[config.mk]
export PLATFORM = sky130hd
export DESIGN_NAME = irq_chain_ctrl
export DESIGN_NICKNAME = d
export VERILOG_FILES = /design/src/rtl/irq_chain_pkg.sv /design/src/rtl/irq_chain_slot.sv /design/src/rtl/irq_chain_vec_sel.sv /design/src/rtl/irq_chain_ctrl.sv
export SDC_FILE = /design/constraint.sdc
export NUM_CORES = 1
export LEC_CHECK = 0
export BUFFER_PORTS_ARGS = -buffer_cell sky130_fd_sc_hd__buf_4
export CAP_MARGIN = 40
export CORE_ASPECT_RATIO = 0.7
export CORE_UTILIZATION = 41
export CTS_CLUSTER_DIAMETER = 100
export DETAILED_ROUTE_END_ITERATION = 8
export GPL_ROUTABILITY_DRIVEN = 0
export PLACE_DENSITY = 0.87
export SYNTH_ARGS = -nofsm -noshare
export SYNTH_HDL_FRONTEND = slang
export SYNTH_SLANG_ARGS = --single-unit
[constraint.sdc]
create_clock -name clk_i -period 3.1 [get_ports clk_i]
set_input_delay 0.62 -clock clk_i [delete_from_list [all_inputs] [get_ports clk_i]]
set_output_delay 0.62 -clock clk_i [all_outputs]
set_load 0.005 [all_outputs]
[src/rtl/irq_chain_pkg.sv]
package irq_chain_pkg;
  parameter int unsigned DEF_SLOTS = 4;
  parameter int unsigned DEF_VEC_W = 8;
endpackage

[src/rtl/irq_chain_slot.sv]
module irq_chain_slot (
  input  logic clk_i,
  input  logic rst_ni,
  input  logic req_i,
  input  logic ack_in_i,
  output logic ack_out_o,
  output logic grant_o,
  output logic pending_o
);
  logic pend_q;

  assign grant_o   = ack_in_i & pend_q;
  assign ack_out_o = ack_in_i & ~pend_q;
  assign pending_o = pend_q;

  // set wins over clear so a coincident request is not lost
  always_ff @(posedge clk_i or negedge rst_ni) begin
    if (!rst_ni) pend_q <= 1'b0;
    else         pend_q <= (pend_q & ~grant_o) | req_i;
  end
endmodule

[src/rtl/irq_chain_vec_sel.sv]
module irq_chain_vec_sel #(
  parameter int unsigned N_SLOTS = 4,
  parameter int unsigned VEC_W   = 8
) (
  input  logic [N_SLOTS-1:0]       grant_i,
  input  logic [N_SLOTS*VEC_W-1:0] vec_i,
  output logic [VEC_W-1:0]         vec_o
);
  always_comb begin
    vec_o = '0;
    for (int k = 0; k < N_SLOTS; k++) begin
      if (grant_i[k]) vec_o = vec_o | vec_i[k*VEC_W +: VEC_W];
    end
  end
endmodule

[src/rtl/irq_chain_ctrl.sv]
module irq_chain_ctrl #(
  parameter int unsigned N_SLOTS = irq_chain_pkg::DEF_SLOTS,
  parameter int unsigned VEC_W   = irq_chain_pkg::DEF_VEC_W
) (
  input  logic                     clk_i,
  input  logic                     rst_ni,
  input  logic                     irq_en_i,
  input  logic [N_SLOTS-1:0]       slot_req_i,
  input  logic [N_SLOTS*VEC_W-1:0] slot_vec_i,
  input  logic                     ack_i,
  output logic                     irq_o,
  output logic [VEC_W-1:0]         vec_o
);
  localparam int unsigned CHAIN_W = N_SLOTS + 1;

  logic               ack_q;
  logic               ack_rise;
  logic [CHAIN_W-1:0] chain;
  logic [N_SLOTS-1:0] grant;
  logic [N_SLOTS-1:0] pending;
  logic [VEC_W-1:0]   vec_sel;
  logic [VEC_W-1:0]   vec_q;

  assign ack_rise = ack_i & ~ack_q;
  assign chain[0] = ack_rise;

  for (genvar g = 0; g < N_SLOTS; g++) begin : g_slot
    irq_chain_slot u_slot (
      .clk_i     (clk_i),
      .rst_ni    (rst_ni),
      .req_i     (slot_req_i[g]),
      .ack_in_i  (chain[g]),
      .ack_out_o (chain[g+1]),
      .grant_o   (grant[g]),
      .pending_o (pending[g])
    );
  end

  irq_chain_vec_sel #(.N_SLOTS(N_SLOTS), .VEC_W(VEC_W)) u_sel (
    .grant_i (grant),
    .vec_i   (slot_vec_i),
    .vec_o   (vec_sel)
  );

  always_ff @(posedge clk_i or negedge rst_ni) begin
    if (!rst_ni) begin
      ack_q <= 1'b0;
      vec_q <= '0;
    end else begin
      ack_q <= ack_i;
      if (!ack_i)       vec_q <= '0;
      else if (ack_rise) vec_q <= vec_sel;
    end
  end

  assign irq_o = irq_en_i & (|pending);
  assign vec_o = vec_q;
endmodule

==> results of run 1 <==
==> flip-flops by register name (all words and copies together) (netlist names) <==
register                 flops
ack_q                        1
g_slot.u_slot.pending_o      4
vec_o                        8
==> metal layers <==
metal  up-vias  share of wire
met2        44           0.48
met4         0          0.014
met3         4          0.080
li1        387              -
met1       394           0.42
met5         -              0
==> how the worst max path moves through the flow <==
stage / to / startpoint / slack (ps) / depth (start not counted)
after floorplan: irq_o / g_slot[2].u_slot.pending_o$_DFF_PN0_ / 1530 / 2
after global placement: irq_o / g_slot[2].u_slot.pending_o$_DFF_PN0_ / 1410 / 2
after detailed placement: irq_o / g_slot[2].u_slot.pending_o$_DFF_PN0_ / 1410 / 2
after CTS: irq_o / g_slot[2].u_slot.pending_o$_DFF_PN0_ / 1080 / 2
after global routing: irq_o / g_slot[2].u_slot.pending_o$_DFF_PN0_ / 1020 / 2
final: irq_o / g_slot[2].u_slot.pending_o$_DFF_PN0_ / 1080 / 2
==> cells by family (layout without fill, tap and decap cells) <==
logic type,count (synthesis),after routing,share of synthesized area
AND/OR/NAND/NOR,23,23,0.249
AO/OA/AOI/OAI,29,29,0.270
flip-flops,13,13,0.417
buffers and inverters,8,55,0.0642
==> layout make-up <==
class | count | area, sq um
multi-input cells | 52 | 404
flip-flops and latches | 13 | 325
inverters | 3 | 11.3
clock buffers | 4 | 26.3
fillers | 135 | 528
repair buffers | 48 | 360
well taps | 21 | 26.3
==> worst max-delay path, cell delays in order, from the launching register on <==
cell     delay, ps
dfrtp_1        510
o41a_1         460
buf_4          140
==> cell usage in the layout (no fill, tap or decap) <==
cell,instances
o211ai_1,8
nor2_1,1
clkbuf_1,1
a21o_1,1
and4bb_1,1
o21ai_0,1
o21bai_1,2
dfrtp_1,13
buf_4,48
nand3_1,9
o41a_1,1
nand2b_1,1
and4b_1,1
and3b_1,7
a21oi_1,7
inv_1,2
a32oi_1,8
a31oi_1,1
nor3b_2,1
nor3b_4,1
nor4b_4,1
inv_2,1
clkbuf_4,3
==> power groups by stage <==
stage                     sequential (uW)  combinational, uW  clock [uW]
after floorplan                       190               30.4           0
after global placement                195               80.4           0
after detailed placement              196               82.9           0
after CTS                             192               83.5         114
after global routing                  194               88.8         126
final                                 193               82.4         114
==> per-stage QoR <==
stage	setup slack [ps]	hold slack (ps)
3_5_place_dp	1410	476
3_3_place_gp	1410	473
2_1_floorplan	1530	324
5_1_grt	1020	152
6_report	1080	156
4_1_cts	1080	166
==> impl_metrics.env, run 1 <==
export IMPL_status="complete, no violations"
export IMPL_yosys_top_cells_area="dfrtp_1 42%, a32oi_1 9.0%, and3b_1 7.9%"
export IMPL_busiest_layer="met2"
export IMPL_via_per_inst=5.88
export IMPL_post_cts_setup_buffer_count=0
export IMPL_portBuffers=48
export IMPL_design_core_area_sq_mm=0.00168
export IMPL_layout_drive_gt1_share=0.458
export IMPL_antenna_found_initial=0
export IMPL_cts_tree="yes"
export IMPL_cts_sinks=13
export IMPL_rr_startpoint="ack_q$_DFF_PN0_"
export IMPL_post_route_drc_count=0
export IMPL_vias=829
export IMPL_cp_max_fo=11
export IMPL_grt_pass1_vias=780
export IMPL_cts_buffer_depth=2
export IMPL_postRouteWirelength_mm=2.38
export IMPL_fin_nets=161
export IMPL_grt_use_met3=0.0714
export IMPL_power_leakage_uw=0.000556
export IMPL_wl_per_cell_um=16.8
export IMPL_seqPwrFrac=0.496
export IMPL_finClkSkew_ps=10.1
export IMPL_yosysSeqAreaShare=0.417
export IMPL_use_met2=0.438
export IMPL_fin_tns_setup_ps=0
export IMPL_setup_worst_path_start_class="register"
export IMPL_worstSetupEndpointType="output pin"
export IMPL_synth_area_sq_um=779
export IMPL_synth_top_area_frac=0.417
export IMPL_p_clk_frac=0.292
export IMPL_critPathKind="register to output pin"
export IMPL_power_uw=389
export IMPL_rr_endpoint="vec_o[0]$_DFFE_PN0P_"
export IMPL_fp_dieArea_sq_mm=0.00208
export IMPL_power_switching_uw=105
export IMPL_design_area_sq_mm=0.00115
export IMPL_syn_nets=113
export IMPL_required_ps=2480
export IMPL_numCtsBuffers=3
export IMPL_hold_viol=0
export IMPL_synth_area_per_cell_sq_um=10.7
export IMPL_ios=49
export IMPL_synth_edf_count=0
export IMPL_stdcell_count=141
export IMPL_overflow=0
export IMPL_place_area_sq_mm=0.00113
export IMPL_slew_headroom=0.516
export IMPL_fin_util=0.686
export IMPL_finalSetupViolations=0
export IMPL_track_usage=0.251
export IMPL_max_freq_mhz=495
export IMPL_start_util=0.464
export IMPL_ant_nets=0
export IMPL_worstPathArrival_ps=1400
export IMPL_period_share=0.651
export IMPL_async_flop_share=1.00
export IMPL_timing_final_crit_period_ps=2020
export IMPL_synthCells=73
export IMPL_fp_dieW_um=54.1
export IMPL_ir_drop_mv=0.263
export IMPL_reg2reg_slack_ps=1430
export IMPL_yosys_area_top_type="dfrtp_1"
export IMPL_place_inst=137
export IMPL_gr_usage_met1=0.299
export IMPL_r2r_cells=3
export IMPL_rows=12
export IMPL_synth_ff_latch_count=13
export IMPL_grt_pass1_wl_mm=3.48
export IMPL_diodes=0
export IMPL_grt_start_max_net_pins=22
export IMPL_synth_cell_types=24
export IMPL_cts_resized=0
export IMPL_drtIter0Drc=17
export IMPL_slew_violations=0
export IMPL_p_comb_frac=0.212
export IMPL_drv_cap=0
export IMPL_powerDensity_mw_per_mm2=337
export IMPL_insertion_delay_ps=290
export IMPL_clk_pin_slew_worst_paths_ps=90
export IMPL_ys_flop_type="dfrtp_1"
export IMPL_htree_num_levels=1
export IMPL_hold_class="primary input to async pin"
export IMPL_intPower_uw=284
export IMPL_root_buffer="clkbuf_4"
export IMPL_switching_share=0.270
export IMPL_tightest_slew_ps=725
export IMPL_drt_pass1_iter_count=4
export IMPL_cts_hold_buf=0
export IMPL_yosysWarnings=0
export IMPL_dp_hpwl_mm=1.77
export IMPL_synth_common_cells="13 x dfrtp_1, 9 x nand3_1, 8 x a32oi_1, 8 x o211ai_1"
export IMPL_synth_most_common_cell="dfrtp_1"
export IMPL_die_height_um=38.5
export IMPL_areaGrowthSynthToFinish_pct=48.0
export IMPL_grt_setup_unrepaired="false"
Power figures use the tool's default switching activity.
==> run 2: changes to the inputs <==
CORE_UTILIZATION = 37   (was 41)
PLACE_DENSITY = 0.84   (was 0.87)
clock period = 1.8 ns   (was 3.1 ns; I/O delays follow)
==> run 2 against run 1 <==
- the run now ends with DRC left
- non-clock buffer count grew 3
- register-to-register slack lost 1200 ps
- via count grew 1.3%
- highest routed layer unchanged
==> impl_metrics.env, run 2 (synthesis gave the netlist of run 1 again) <==
export IMPL_start_util=0.406
export IMPL_p_clk_frac=0.287
export IMPL_status="finished, violations left"
export IMPL_mostFrequentLayoutCells="50 x buf_4, 13 x dfrtp_1, 9 x nand3_1"
export IMPL_period_share=0.949
export IMPL_grt_pass1_wl_mm=3.66
export IMPL_postRouteWirelength_mm=2.39
export IMPL_required_ps=1440
export IMPL_layout_commonest_cell="buf_4"
export IMPL_slew_violations=0
export IMPL_p_comb_frac=0.223
export IMPL_drt_pass1_iter_count=6
export IMPL_worstPathArrival_ps=1350
export IMPL_htree_num_levels=1
export IMPL_hold_class="primary input to register"
export IMPL_cp_max_fo=14
export IMPL_fp_dieW_um=56.9
export IMPL_fin_ws_ps=92.6
export IMPL_worstSetupEndpointType="output pin"
export IMPL_worstPathCellList="o41a_1, buf_4"
export IMPL_switching_share=0.270
export IMPL_fin_nets=164
export IMPL_grt_setup_unrepaired="false"
export IMPL_finClkSkew_ps=10.7
export IMPL_finalSetupViolations=0
export IMPL_wl_per_cell_um=16.5
export IMPL_rows=13
export IMPL_seqPwrFrac=0.490
export IMPL_grt_pass1_vias=756
export IMPL_cts_resized=0
export IMPL_max_freq_mhz=586
export IMPL_dp_hpwl_mm=1.78
export IMPL_overflow=0
export IMPL_power_switching_uw=181
export IMPL_post_cts_setup_buffer_count=0
export IMPL_fin_util=0.615
export IMPL_design_core_area_sq_mm=0.00192
export IMPL_power_leakage_uw=0.000572
export IMPL_intPower_uw=489
export IMPL_antenna_found_initial=0
export IMPL_hold_worst_slack_ps=227
export IMPL_fin_tns_setup_ps=0
export IMPL_cts_hold_buf=1
export IMPL_crit_path_max_incr_delay_ps=550
export IMPL_ios=49
export IMPL_largest_reg_flops=8
export IMPL_cp_slowest_cell="dfrtp_1"
export IMPL_cts_sinks=13
export IMPL_portBuffers=48
export IMPL_setup_worst_path_start_class="register"
export IMPL_fp_dieArea_sq_mm=0.00230
export IMPL_die_height_um=40.4
export IMPL_root_buffer="clkbuf_4"
export IMPL_violations="DRC"
export IMPL_clk_pin_slew_worst_paths_ps=80
export IMPL_place_ws_ps=328
export IMPL_num_fill_cells=157
export IMPL_ir_drop_mv=0.424
export IMPL_cts_tree="yes"
export IMPL_timing_final_crit_period_ps=1710
export IMPL_drv_cap=0
export IMPL_tightest_slew_ps=579
export IMPL_diodes=0
export IMPL_via_per_inst=5.79
export IMPL_track_usage=0.226
export IMPL_powerDensity_mw_per_mm2=567
export IMPL_hold_viol=0
export IMPL_areaGrowthSynthToFinish_pct=51.5
export IMPL_post_route_drc_count=6
export IMPL_insertion_delay_ps=290
export IMPL_drtIter0Drc=51
export IMPL_ant_nets=0
export IMPL_numCtsBuffers=3
export IMPL_critPathKind="register to output pin"
export IMPL_slew_headroom=0.612
export IMPL_layout_drive_gt1_share=0.472
export IMPL_vias=840
export IMPL_grt_start_max_net_pins=15
export IMPL_cts_buffer_depth=2
## run 2: cell count changes in the layout (fill, tap and decap cells not counted), sizes merged
cell         change
clkinv           +1
dlygate4sd3      +1
clkbuf           -1
buf              +2
## run 2: routing by layer
metal,GRT usage,vias up,wire length (um)
li1,-,392,-
met1,0.261,386,1010
met2,0.387,54,1080
met3,0.0710,8,219
met4,0.134,0,80
met5,0,-,0
## run 2: power by group through the flow
| stage | clock, uW | combinational, uW | sequential, uW |
|---|---|---|---|
| finish | 192 | 149 | 328 |
| global placement | 0 | 145 | 332 |
| CTS | 190 | 150 | 327 |
| floorplan | 0 | 52.4 | 327 |
| global route | 205 | 161 | 330 |
| detailed placement | 0 | 147 | 333 |
## run 2: worst paths after layout
kind / startpoint / slack (ps) / cells past startpoint / endpoint
max in group asynchronous: rst_ni / 1190 / 2 / vec_o[1]$_DFFE_PN0P_
worst max-delay path: g_slot[0].u_slot.pending_o$_DFF_PN0_ / 90 / 2 / irq_o
worst min-delay path: ack_i / 230 / 1 / ack_q$_DFF_PN0_
worst max register to register: g_slot[0].u_slot.pending_o$_DFF_PN0_ / 260 / 3 / vec_o[3]$_DFFE_PN0P_
min in group asynchronous: rst_ni / 440 / 2 / vec_o[7]$_DFFE_PN0P_
worst min register to register: g_slot[3].u_slot.pending_o$_DFF_PN0_ / 530 / 1 / g_slot[3].u_slot.pending_o$_DFF_PN0_
## run 2: through the flow
step	total power [uW]	cell area [sq um]	std cells
after floorplan	379	779	73
after global placement	477	1140	140
after detailed placement	481	1140	140
after CTS	667	1180	145
after global routing	697	1180	145
final	669	1180	145
## run 2: layout make-up
type                       count  area [sq um]  area share
multi-input combinational     52           404       0.342
timing repair buffer          51           385       0.326
sequential                    13           325       0.275
tap                           22          27.5      0.0233
clock buffer                   3          22.5      0.0191
inverter                       3          11.3     0.00953
clock inverter                 1          5.00     0.00424
## run 2: critical path: cells and delay by family (launching register included)
kind / cells / cell delay (ps)
compound gates: 1 / 370
flops: 1 / 550
buf+inv: 1 / 140
